===== src/rtl/pxs_pkg.sv =====
package pxs_pkg;

    typedef enum logic [2:0] {
        ST_IDLE,
        ST_ISSUE,
        ST_WAIT,
        ST_BACK,
        ST_BISSUE,
        ST_BWAIT
    } ctl_state_e;

    // Raise a period to the given floor.
    function automatic logic [31:0] clamp_floor(input logic [31:0] v,
                                                input logic [31:0] floor_v);
        return (v < floor_v) ? floor_v : v;
    endfunction

    // Post-scaler exponent: 3 for short periods, 2 otherwise.
    function automatic logic [1:0] pick_exp(input logic [31:0] per,
                                            input logic [31:0] base);
        logic [35:0] scaled;
        scaled = {per, 4'b0000};
        return (scaled < {4'b0000, base}) ? 2'd3 : 2'd2;
    endfunction

endpackage


===== src/rtl/pxs_restoring_div.sv =====
module pxs_restoring_div #(
    parameter int unsigned DW = 24
) (
    input  logic          clk,
    input  logic          rst,
    input  logic          go,
    input  logic [DW-1:0] dividend,
    input  logic [DW-1:0] divisor,
    output logic          valid,
    output logic [DW-1:0] quot,
    output logic [DW-1:0] rem
);
    localparam int unsigned CW = $clog2(DW + 1);

    logic [DW:0]   acc_q, acc_n, shifted;
    logic [DW-1:0] q_q, q_n;
    logic [CW-1:0] cnt_q;
    logic          active_q;

    always_comb begin
        shifted = {acc_q[DW-1:0], q_q[DW-1]};
        if (shifted >= {1'b0, divisor}) begin
            acc_n = shifted - {1'b0, divisor};
            q_n   = {q_q[DW-2:0], 1'b1};
        end else begin
            acc_n = shifted;
            q_n   = {q_q[DW-2:0], 1'b0};
        end
    end

    always_ff @(posedge clk) begin
        if (rst) begin
            acc_q    <= '0;
            q_q      <= '0;
            cnt_q    <= '0;
            active_q <= 1'b0;
            valid    <= 1'b0;
        end else begin
            valid <= 1'b0;
            if (go) begin
                acc_q    <= '0;
                q_q      <= dividend;
                cnt_q    <= CW'(DW);
                active_q <= 1'b1;
            end else if (active_q) begin
                acc_q <= acc_n;
                q_q   <= q_n;
                cnt_q <= cnt_q - 1'b1;
                if (cnt_q == CW'(1)) begin
                    active_q <= 1'b0;
                    valid    <= 1'b1;
                end
            end
        end
    end

    assign quot = q_q;
    assign rem  = acc_q[DW-1:0];
endmodule


===== src/rtl/pxs_best_keeper.sv =====
module pxs_best_keeper #(
    parameter int unsigned DW = 24,
    parameter int unsigned KW = 5,
    parameter int unsigned NW = 7
) (
    input  logic          clk,
    input  logic          rst,
    input  logic          clr,
    input  logic [DW-1:0] init_rem,
    input  logic          cand_v,
    input  logic [KW-1:0] cand_k,
    input  logic [DW-1:0] cand_q,
    input  logic [DW-1:0] cand_rem,
    output logic [KW-1:0] best_k,
    output logic [NW-1:0] best_n
);
    logic [DW-1:0] best_rem_q;
    logic          in_range, better, accept;

    // n must be nonzero and fit in NW bits; the strict compare keeps the earlier k on a tie
    assign in_range = (cand_q != '0) && (cand_q[DW-1:NW] == '0);
    assign better   = cand_rem < best_rem_q;
    assign accept   = cand_v && in_range && better;

    always_ff @(posedge clk) begin
        if (rst) begin
            best_rem_q <= '0;
            best_k     <= '0;
            best_n     <= '0;
        end else if (clr) begin
            best_rem_q <= init_rem;
            best_k     <= '0;
            best_n     <= '0;
        end else if (accept) begin
            best_rem_q <= cand_rem;
            best_k     <= cand_k;
            best_n     <= cand_q[NW-1:0];
        end
    end
endmodule


===== src/rtl/pxs_search_top.sv =====
module pxs_search_top
    import pxs_pkg::*;
#(
    parameter int unsigned PW      = 24,
    parameter int unsigned KW      = 5,
    parameter int unsigned NW      = 7,
    parameter int unsigned XW      = 2,
    parameter int unsigned BASE    = 256016,
    parameter int unsigned MIN_PER = 5000
) (
    input  logic          clk,
    input  logic          rst,
    input  logic          start_i,
    input  logic [PW-1:0] period_i,
    output logic          busy_o,
    output logic          done_o,
    output logic          err_o,
    output logic [KW-1:0] k_o,
    output logic [NW-1:0] n_o,
    output logic [XW-1:0] p_o,
    output logic [PW-1:0] period_out_o
);
    localparam int unsigned KMAX   = (1 << KW) - 1;
    localparam int unsigned MAXPER = BASE << 3;
    localparam int unsigned LW     = $clog2((BASE << 6) + 1);
    localparam int unsigned MW     = $clog2(BASE * KMAX + 1);
    localparam int unsigned DW     = (MW > LW) ? MW : LW;

    ctl_state_e    state_q;
    logic [DW-1:0] l_q, m_q;
    logic [XW-1:0] p_q;
    logic [KW-1:0] k_q;

    logic [31:0]   per_c;
    logic          reject_c;
    logic [1:0]    p_c;
    logic [DW-1:0] l_c;

    logic          dv_go, dv_valid;
    logic [DW-1:0] dv_num, dv_den, dv_quot, dv_rem;
    logic          search_phase;

    logic          keep_clr, cand_v;
    logic [KW-1:0] best_k;
    logic [NW-1:0] best_n;
    logic [DW-1:0] back_num;

    // Entry stage: floor, range check, exponent choice and scaled target
    assign per_c    = clamp_floor(32'(period_i), MIN_PER);
    assign reject_c = per_c > MAXPER;
    assign p_c      = pick_exp(per_c, BASE);
    assign l_c      = DW'(per_c) << p_c;

    assign search_phase = (state_q == ST_ISSUE) || (state_q == ST_WAIT);
    assign back_num     = DW'(BASE) * DW'(best_k);
    assign dv_num       = search_phase ? m_q : back_num;
    assign dv_den       = search_phase ? l_q : DW'(best_n);
    assign dv_go        = (state_q == ST_ISSUE) || (state_q == ST_BISSUE);

    assign keep_clr = (state_q == ST_IDLE) && start_i && !reject_c;
    assign cand_v   = (state_q == ST_WAIT) && dv_valid;

    pxs_restoring_div #(.DW(DW)) u_div (
        .clk      (clk),
        .rst      (rst),
        .go       (dv_go),
        .dividend (dv_num),
        .divisor  (dv_den),
        .valid    (dv_valid),
        .quot     (dv_quot),
        .rem      (dv_rem)
    );

    pxs_best_keeper #(.DW(DW), .KW(KW), .NW(NW)) u_keep (
        .clk      (clk),
        .rst      (rst),
        .clr      (keep_clr),
        .init_rem (l_c),
        .cand_v   (cand_v),
        .cand_k   (k_q),
        .cand_q   (dv_quot),
        .cand_rem (dv_rem),
        .best_k   (best_k),
        .best_n   (best_n)
    );

    always_ff @(posedge clk) begin
        if (rst) begin
            state_q      <= ST_IDLE;
            l_q          <= '0;
            m_q          <= '0;
            p_q          <= '0;
            k_q          <= '0;
            done_o       <= 1'b0;
            err_o        <= 1'b0;
            k_o          <= '0;
            n_o          <= '0;
            p_o          <= '0;
            period_out_o <= '0;
        end else begin
            done_o <= 1'b0;
            unique case (state_q)
                ST_IDLE: begin
                    if (start_i) begin
                        if (reject_c) begin
                            done_o       <= 1'b1;
                            err_o        <= 1'b1;
                            k_o          <= '0;
                            n_o          <= '0;
                            p_o          <= '0;
                            period_out_o <= '0;
                        end else begin
                            l_q     <= l_c;
                            p_q     <= XW'(p_c);
                            k_q     <= KW'(1);
                            m_q     <= DW'(BASE);
                            state_q <= ST_ISSUE;
                        end
                    end
                end
                ST_ISSUE: state_q <= ST_WAIT;
                ST_WAIT: begin
                    if (dv_valid) begin
                        if (k_q == KW'(KMAX)) begin
                            state_q <= ST_BACK;
                        end else begin
                            k_q     <= k_q + 1'b1;
                            m_q     <= m_q + DW'(BASE);
                            state_q <= ST_ISSUE;
                        end
                    end
                end
                ST_BACK: begin
                    if (best_k == '0) begin
                        done_o       <= 1'b1;
                        err_o        <= 1'b1;
                        k_o          <= '0;
                        n_o          <= '0;
                        p_o          <= '0;
                        period_out_o <= '0;
                        state_q      <= ST_IDLE;
                    end else begin
                        state_q <= ST_BISSUE;
                    end
                end
                ST_BISSUE: state_q <= ST_BWAIT;
                ST_BWAIT: begin
                    if (dv_valid) begin
                        done_o       <= 1'b1;
                        err_o        <= 1'b0;
                        k_o          <= best_k;
                        n_o          <= best_n;
                        p_o          <= p_q;
                        period_out_o <= PW'(dv_quot >> p_q);
                        state_q      <= ST_IDLE;
                    end
                end
                default: state_q <= ST_IDLE;
            endcase
        end
    end

    assign busy_o = (state_q != ST_IDLE);
endmodule


===== config.mk =====
export PLATFORM = sky130hd
export DESIGN_NAME = pxs_search_top
export DESIGN_NICKNAME = d
export VERILOG_FILES = /design/src/rtl/pxs_pkg.sv /design/src/rtl/pxs_restoring_div.sv /design/src/rtl/pxs_best_keeper.sv /design/src/rtl/pxs_search_top.sv
export SDC_FILE = /design/constraint.sdc
export NUM_CORES = 1
export LEC_CHECK = 0
export ABC_CLOCK_PERIOD_IN_PS = 10800
export BUFFER_PORTS_ARGS = -buffer_cell sky130_fd_sc_hd__buf_2
export CAP_MARGIN = 20
export CELL_PAD_IN_SITES_DETAIL_PLACEMENT = 0
export CELL_PAD_IN_SITES_GLOBAL_PLACEMENT = 2
export CORE_UTILIZATION = 32
export CTS_CLUSTER_SIZE = 16
export DETAILED_ROUTE_END_ITERATION = 8
export GPL_ROUTABILITY_DRIVEN = 0
export GPL_TIMING_DRIVEN = 1
export PLACE_DENSITY_LB_ADDON = 0.1
export SLEW_MARGIN = 5
export SYNTH_ARGS = -nofsm -noshare
export SYNTH_HDL_FRONTEND = slang
export SYNTH_SLANG_ARGS = --single-unit

===== constraint.sdc =====
create_clock -name clk -period 10.8 [get_ports clk]
set_input_delay 1.08 -clock clk [delete_from_list [all_inputs] [get_ports clk]]
set_output_delay 1.08 -clock clk [all_outputs]
set_load 0.01 [all_outputs]

==> impl_metrics.xml <==
<?xml version="1.0" encoding="UTF-8"?>
<metrics>
  <group name="run_status">
    <metric name="outcome" unit="">complete, no violations</metric>
  </group>
  <group name="timing">
    <metric name="crit_path_setup_slack_layout" unit="ns">6.29</metric>
    <metric name="timing.final.setup_violations" unit="">0</metric>
    <metric name="skew" unit="ns">0.0205</metric>
    <metric name="final-max-slew-violation-count" unit="">0</metric>
    <metric name="min_period_over_period" unit="%">41.7</metric>
    <metric name="timing.final.crit_period" unit="ns">4.51</metric>
    <metric name="setup_tns" unit="ns">0</metric>
    <metric name="timing_worst_slew_pin_value" unit="ns">1.11</metric>
    <metric name="setup_repair_after_global_routing_missed_its_margin" unit="">false</metric>
    <metric name="max_slew_margin" unit="%">26.0</metric>
    <metric name="fmax" unit="GHz">0.222</metric>
    <metric name="finalHoldViolations" unit="">0</metric>
  </group>
  <group name="routing">
    <metric name="postRouteWirelength" unit="um">34200</metric>
    <metric name="drt-pass1-iter-count" unit="">5</metric>
    <metric name="drt_iter0_markers" unit="">569</metric>
    <metric name="detail_route.wl_per_cell" unit="um">19.2</metric>
    <metric name="via_cell_ratio" unit="">5.28</metric>
    <metric name="final_antenna_net_count" unit="">0</metric>
    <metric name="drc" unit="">0</metric>
    <metric name="via_count" unit="">9433</metric>
  </group>
  <group name="placement">
    <metric name="postPlaceCellArea" unit="sq mm">0.0117</metric>
    <metric name="place_worst_setup_slack" unit="ns">6.29</metric>
    <metric name="numPortBuffers" unit="">67</metric>
    <metric name="hpwlAfterDp" unit="um">24700</metric>
  </group>
  <group name="floorplanning">
    <metric name="io_pins" unit="">68</metric>
    <metric name="die_width" unit="um">187</metric>
    <metric name="initial_utilization" unit="%">32.7</metric>
    <metric name="die_area" unit="sq mm">0.0351</metric>
    <metric name="floorplan.die.height" unit="um">187</metric>
    <metric name="placement_rows" unit="">67</metric>
    <metric name="core" unit="sq mm">0.0337</metric>
  </group>
  <group name="setup_path">
    <metric name="r2r_cells" unit="">12</metric>
    <metric name="critical-path-top-cell-by-count" unit="">a21oi_1</metric>
    <metric name="startpoint" unit="">state_q[0]$_SDFFE_PP0P_</metric>
    <metric name="timing.reg2reg.setup_slack" unit="ns">6.29</metric>
    <metric name="r2r-start" unit="">state_q[0]$_SDFFE_PP0P_</metric>
    <metric name="cp_num_cells" unit="">12</metric>
    <metric name="critical_path.reg2reg.endpoint" unit="">u_div.acc_q[1]$_SDFFE_PP0P_</metric>
    <metric name="top_fanout_value_on_the_critical_path" unit="">27</metric>
    <metric name="setup.worst_path.end" unit="">u_div.acc_q[1]$_SDFFE_PP0P_</metric>
    <metric name="critPathArrivalTime" unit="ns">4.88</metric>
    <metric name="crit_slowest_cell" unit="">a21oi_4</metric>
    <metric name="worst-setup-path-type" unit="">reg -&gt; reg</metric>
    <metric name="timing.critical_path.required" unit="ns">11.17</metric>
    <metric name="cp-start-kind" unit="">flip-flop</metric>
    <metric name="cp_cell_sequence" unit="">nand2b_1 &gt; a21o_1 &gt; nand2_1 &gt; ha_1 &gt; nor2b_1 &gt; o31ai_1 &gt; a21oi_1 &gt; a31o_2 &gt; a21oi_1 &gt; a21oi_4 &gt; mux2_2 &gt; o21ai_0</metric>
    <metric name="path_delay_family" unit="">compound AO/OA/AOI/OAI gates</metric>
    <metric name="path_buf_inv" unit="">0</metric>
    <metric name="setup.worst_path.end_class" unit="">flip-flop</metric>
    <metric name="timing.critical_path.slowest_cell_delay" unit="ns">0.87</metric>
  </group>
  <group name="global_route">
    <metric name="overflow" unit="">0</metric>
    <metric name="number_of_global_route_vias_before_repair" unit="">9117</metric>
    <metric name="grt_antenna_before_repair" unit="">0</metric>
    <metric name="gr-usage-all-layers" unit="%">19.9</metric>
    <metric name="grt_max_degree" unit="">88</metric>
    <metric name="grt_first_pass_wirelength" unit="um">54400</metric>
  </group>
  <group name="finish">
    <metric name="drive_gt1_share" unit="%">11.7</metric>
    <metric name="commonest_non_fill_non_tap_cells_in_the_layout" unit="">dfxtp_1, nand2_1, a21oi_1</metric>
    <metric name="antenna-diode-count" unit="">0</metric>
    <metric name="layout-area-overhead-vs-synth" unit="%">11.9</metric>
    <metric name="fin_util" unit="%">36.5</metric>
    <metric name="design.final.nets" unit="">1437</metric>
    <metric name="finish.instance_area" unit="sq mm">0.0123</metric>
    <metric name="commonest_non_fill_non_tap_cell_in_the_layout" unit="">dfxtp_1</metric>
    <metric name="fillerInstances" unit="">3556</metric>
  </group>
  <group name="power">
    <metric name="p_leak" unit="nW">4.95</metric>
    <metric name="power.density_cell_area" unit="mW/mm^2">126</metric>
    <metric name="peak_supply_drop" unit="mV">0.109</metric>
  </group>
  <group name="job">
    <metric name="max_cap_viol_count" unit="">0</metric>
  </group>
  <group name="clock_tree">
    <metric name="cell_chosen_for_the_clock_root" unit="">clkbuf_16</metric>
    <metric name="holdBufCountCts" unit="">0</metric>
    <metric name="ctsLongestPathBuffers" unit="">2</metric>
    <metric name="post_cts_resized" unit="">0</metric>
    <metric name="tritoncts" unit="">yes</metric>
    <metric name="post_cts_buffers" unit="">0</metric>
    <metric name="h_tree_level_count" unit="">4</metric>
    <metric name="clkTransAtPathRegs" unit="ns">0.08</metric>
    <metric name="clkLatencyLatePin" unit="ns">0.46</metric>
    <metric name="cts_buffer_count" unit="">17</metric>
    <metric name="cts.sinks" unit="">183</metric>
  </group>
  <group name="synthesis">
    <metric name="synth_edf_count" unit="">0</metric>
    <metric name="yosysUniqueCellTypes" unit="">65</metric>
    <metric name="yosys_register_bits" unit="">183</metric>
    <metric name="mappedNetlistArea" unit="sq mm">0.0110</metric>
    <metric name="ys_async_sr_fraction" unit="%">0</metric>
    <metric name="synth_flop_cell" unit="">dfxtp_1</metric>
    <metric name="synthCells" unit="">1304</metric>
    <metric name="yosys_warnings" unit="">0</metric>
    <metric name="synth.avg_cell_area" unit="sq um">8.44</metric>
    <metric name="sequential_element_share_of_the_synthesized_area" unit="%">33.3</metric>
    <metric name="post_syn_nets" unit="">1416</metric>
  </group>
  <group name="worst_hold_path">
    <metric name="hold_class" unit="">reg -&gt; reg</metric>
  </group>
</metrics>
==> metal layers <==
metal	vias up	part of all wire, %	global-route usage [%]
li1	4720	-	-
met1	4549	55	30.9
met2	147	41	28.2
met3	17	3.6	3.43
met4	0	0.91	4.38
met5	-	0	0
==> how the worst min path moves through the flow <==
stage                                   start                  end  slack (ns)  cells after the start
after floorplan           l_q[5]$_SDFFE_PP0P_  l_q[5]$_SDFFE_PP0P_        0.42                      2
after global placement    l_q[9]$_SDFFE_PP0P_  l_q[9]$_SDFFE_PP0P_        0.44                      2
after detailed placement  l_q[9]$_SDFFE_PP0P_  l_q[9]$_SDFFE_PP0P_        0.44                      2
after CTS                 l_q[9]$_SDFFE_PP0P_  l_q[9]$_SDFFE_PP0P_        0.45                      2
after global routing      l_q[9]$_SDFFE_PP0P_  l_q[9]$_SDFFE_PP0P_        0.47                      2
final                     l_q[9]$_SDFFE_PP0P_  l_q[9]$_SDFFE_PP0P_        0.45                      2
==> Yosys cell counts, types with 16 or more instances <==
cell | count | area, sq um
a21oi_1 | 136 | 681
o21ai_0 | 54 | 270
ha_1 | 74 | 926
inv_1 | 64 | 240
nor3_1 | 18 | 90.1
nor2_1 | 116 | 435
nand3_1 | 32 | 160
xor2_1 | 23 | 201
buf_2 | 17 | 85.1
clkbuf_1 | 52 | 195
mux2i_1 | 46 | 460
dfxtp_1 | 183 | 3660
nand2_1 | 142 | 533
mux4_2 | 20 | 450
a311oi_1 | 16 | 140
nor2b_1 | 24 | 150
a21o_1 | 17 | 128
xnor2_1 | 27 | 236
a211oi_1 | 28 | 210
nor3b_1 | 20 | 150
==> cells by family (layout without fill, tap and decap cells) <==
family	after synthesis	count (layout)	share of synthesized area (%)
muxes	71	71	8.79
buffers and inverters	141	175	5.24
adders and majority gates	85	85	10.4
DFF	183	183	33.3
AOI/OAI and AO/OA	350	350	20.2
xor gates and xnor gates	50	50	3.98
and+or+nand+nor	424	424	18.2
==> metrics by stage <==
stage | hold slack [ns] | instances | power (mW)
floorplan | 0.422 | 1304 | 0.854
global placement | 0.437 | 1753 | 0.913
detailed placement | 0.439 | 1753 | 0.912
CTS | 0.452 | 1785 | 1.58
global route | 0.467 | 1786 | 1.63
finish | 0.452 | 1786 | 1.56
==> power breakdown <==
part	total, mW	internal, mW	switching, mW
Sequential	0.699	0.685	0.0144
Clock	0.660	0.335	0.325
Combinational	0.196	0.0778	0.118
Total	1.56	1.10	0.458
==> worst reg2reg max path, cell delays in order (launching register included) <==
cell	delay, ns
dfxtp_1	0.60
nand2b_1	0.23
a21o_1	0.69
nand2_1	0.19
ha_1	0.33
nor2b_1	0.21
o31ai_1	0.12
a21oi_1	0.25
a31o_2	0.25
a21oi_1	0.11
a21oi_4	0.87
mux2_2	0.43
o21ai_0	0.18
==> cell type report <==
class	count	area (sq um)	share of cell area (%)
sequential	183	3670	29.8
multi-input combinational	980	6800	55.2
timing repair buffer	79	440	3.58
clock buffer	17	425	3.45
tap	448	561	4.55
inverter	64	240	1.95
clock inverter	15	184	1.49
==> state kept, by name (all words and copies together), names as in the netlist <==
| name | cells |
|---|---|
| u_div.active_q | 1 |
| u_div.acc_q | 24 |
| m_q | 20 |
| u_keep.best_k | 5 |
| u_keep.best_n | 7 |
| period_out_o | 24 |
| u_div.cnt_q | 5 |
| p_q | 2 |
| p_o | 2 |
| u_div.quot | 24 |
| u_div.valid | 1 |
| state_q | 3 |
| u_keep.best_rem_q | 24 |
| l_q | 22 |
| k_q | 5 |
| done_o | 1 |
| err_o | 1 |
| k_o | 5 |
| n_o | 7 |
Power figures use the tool's default switching activity.
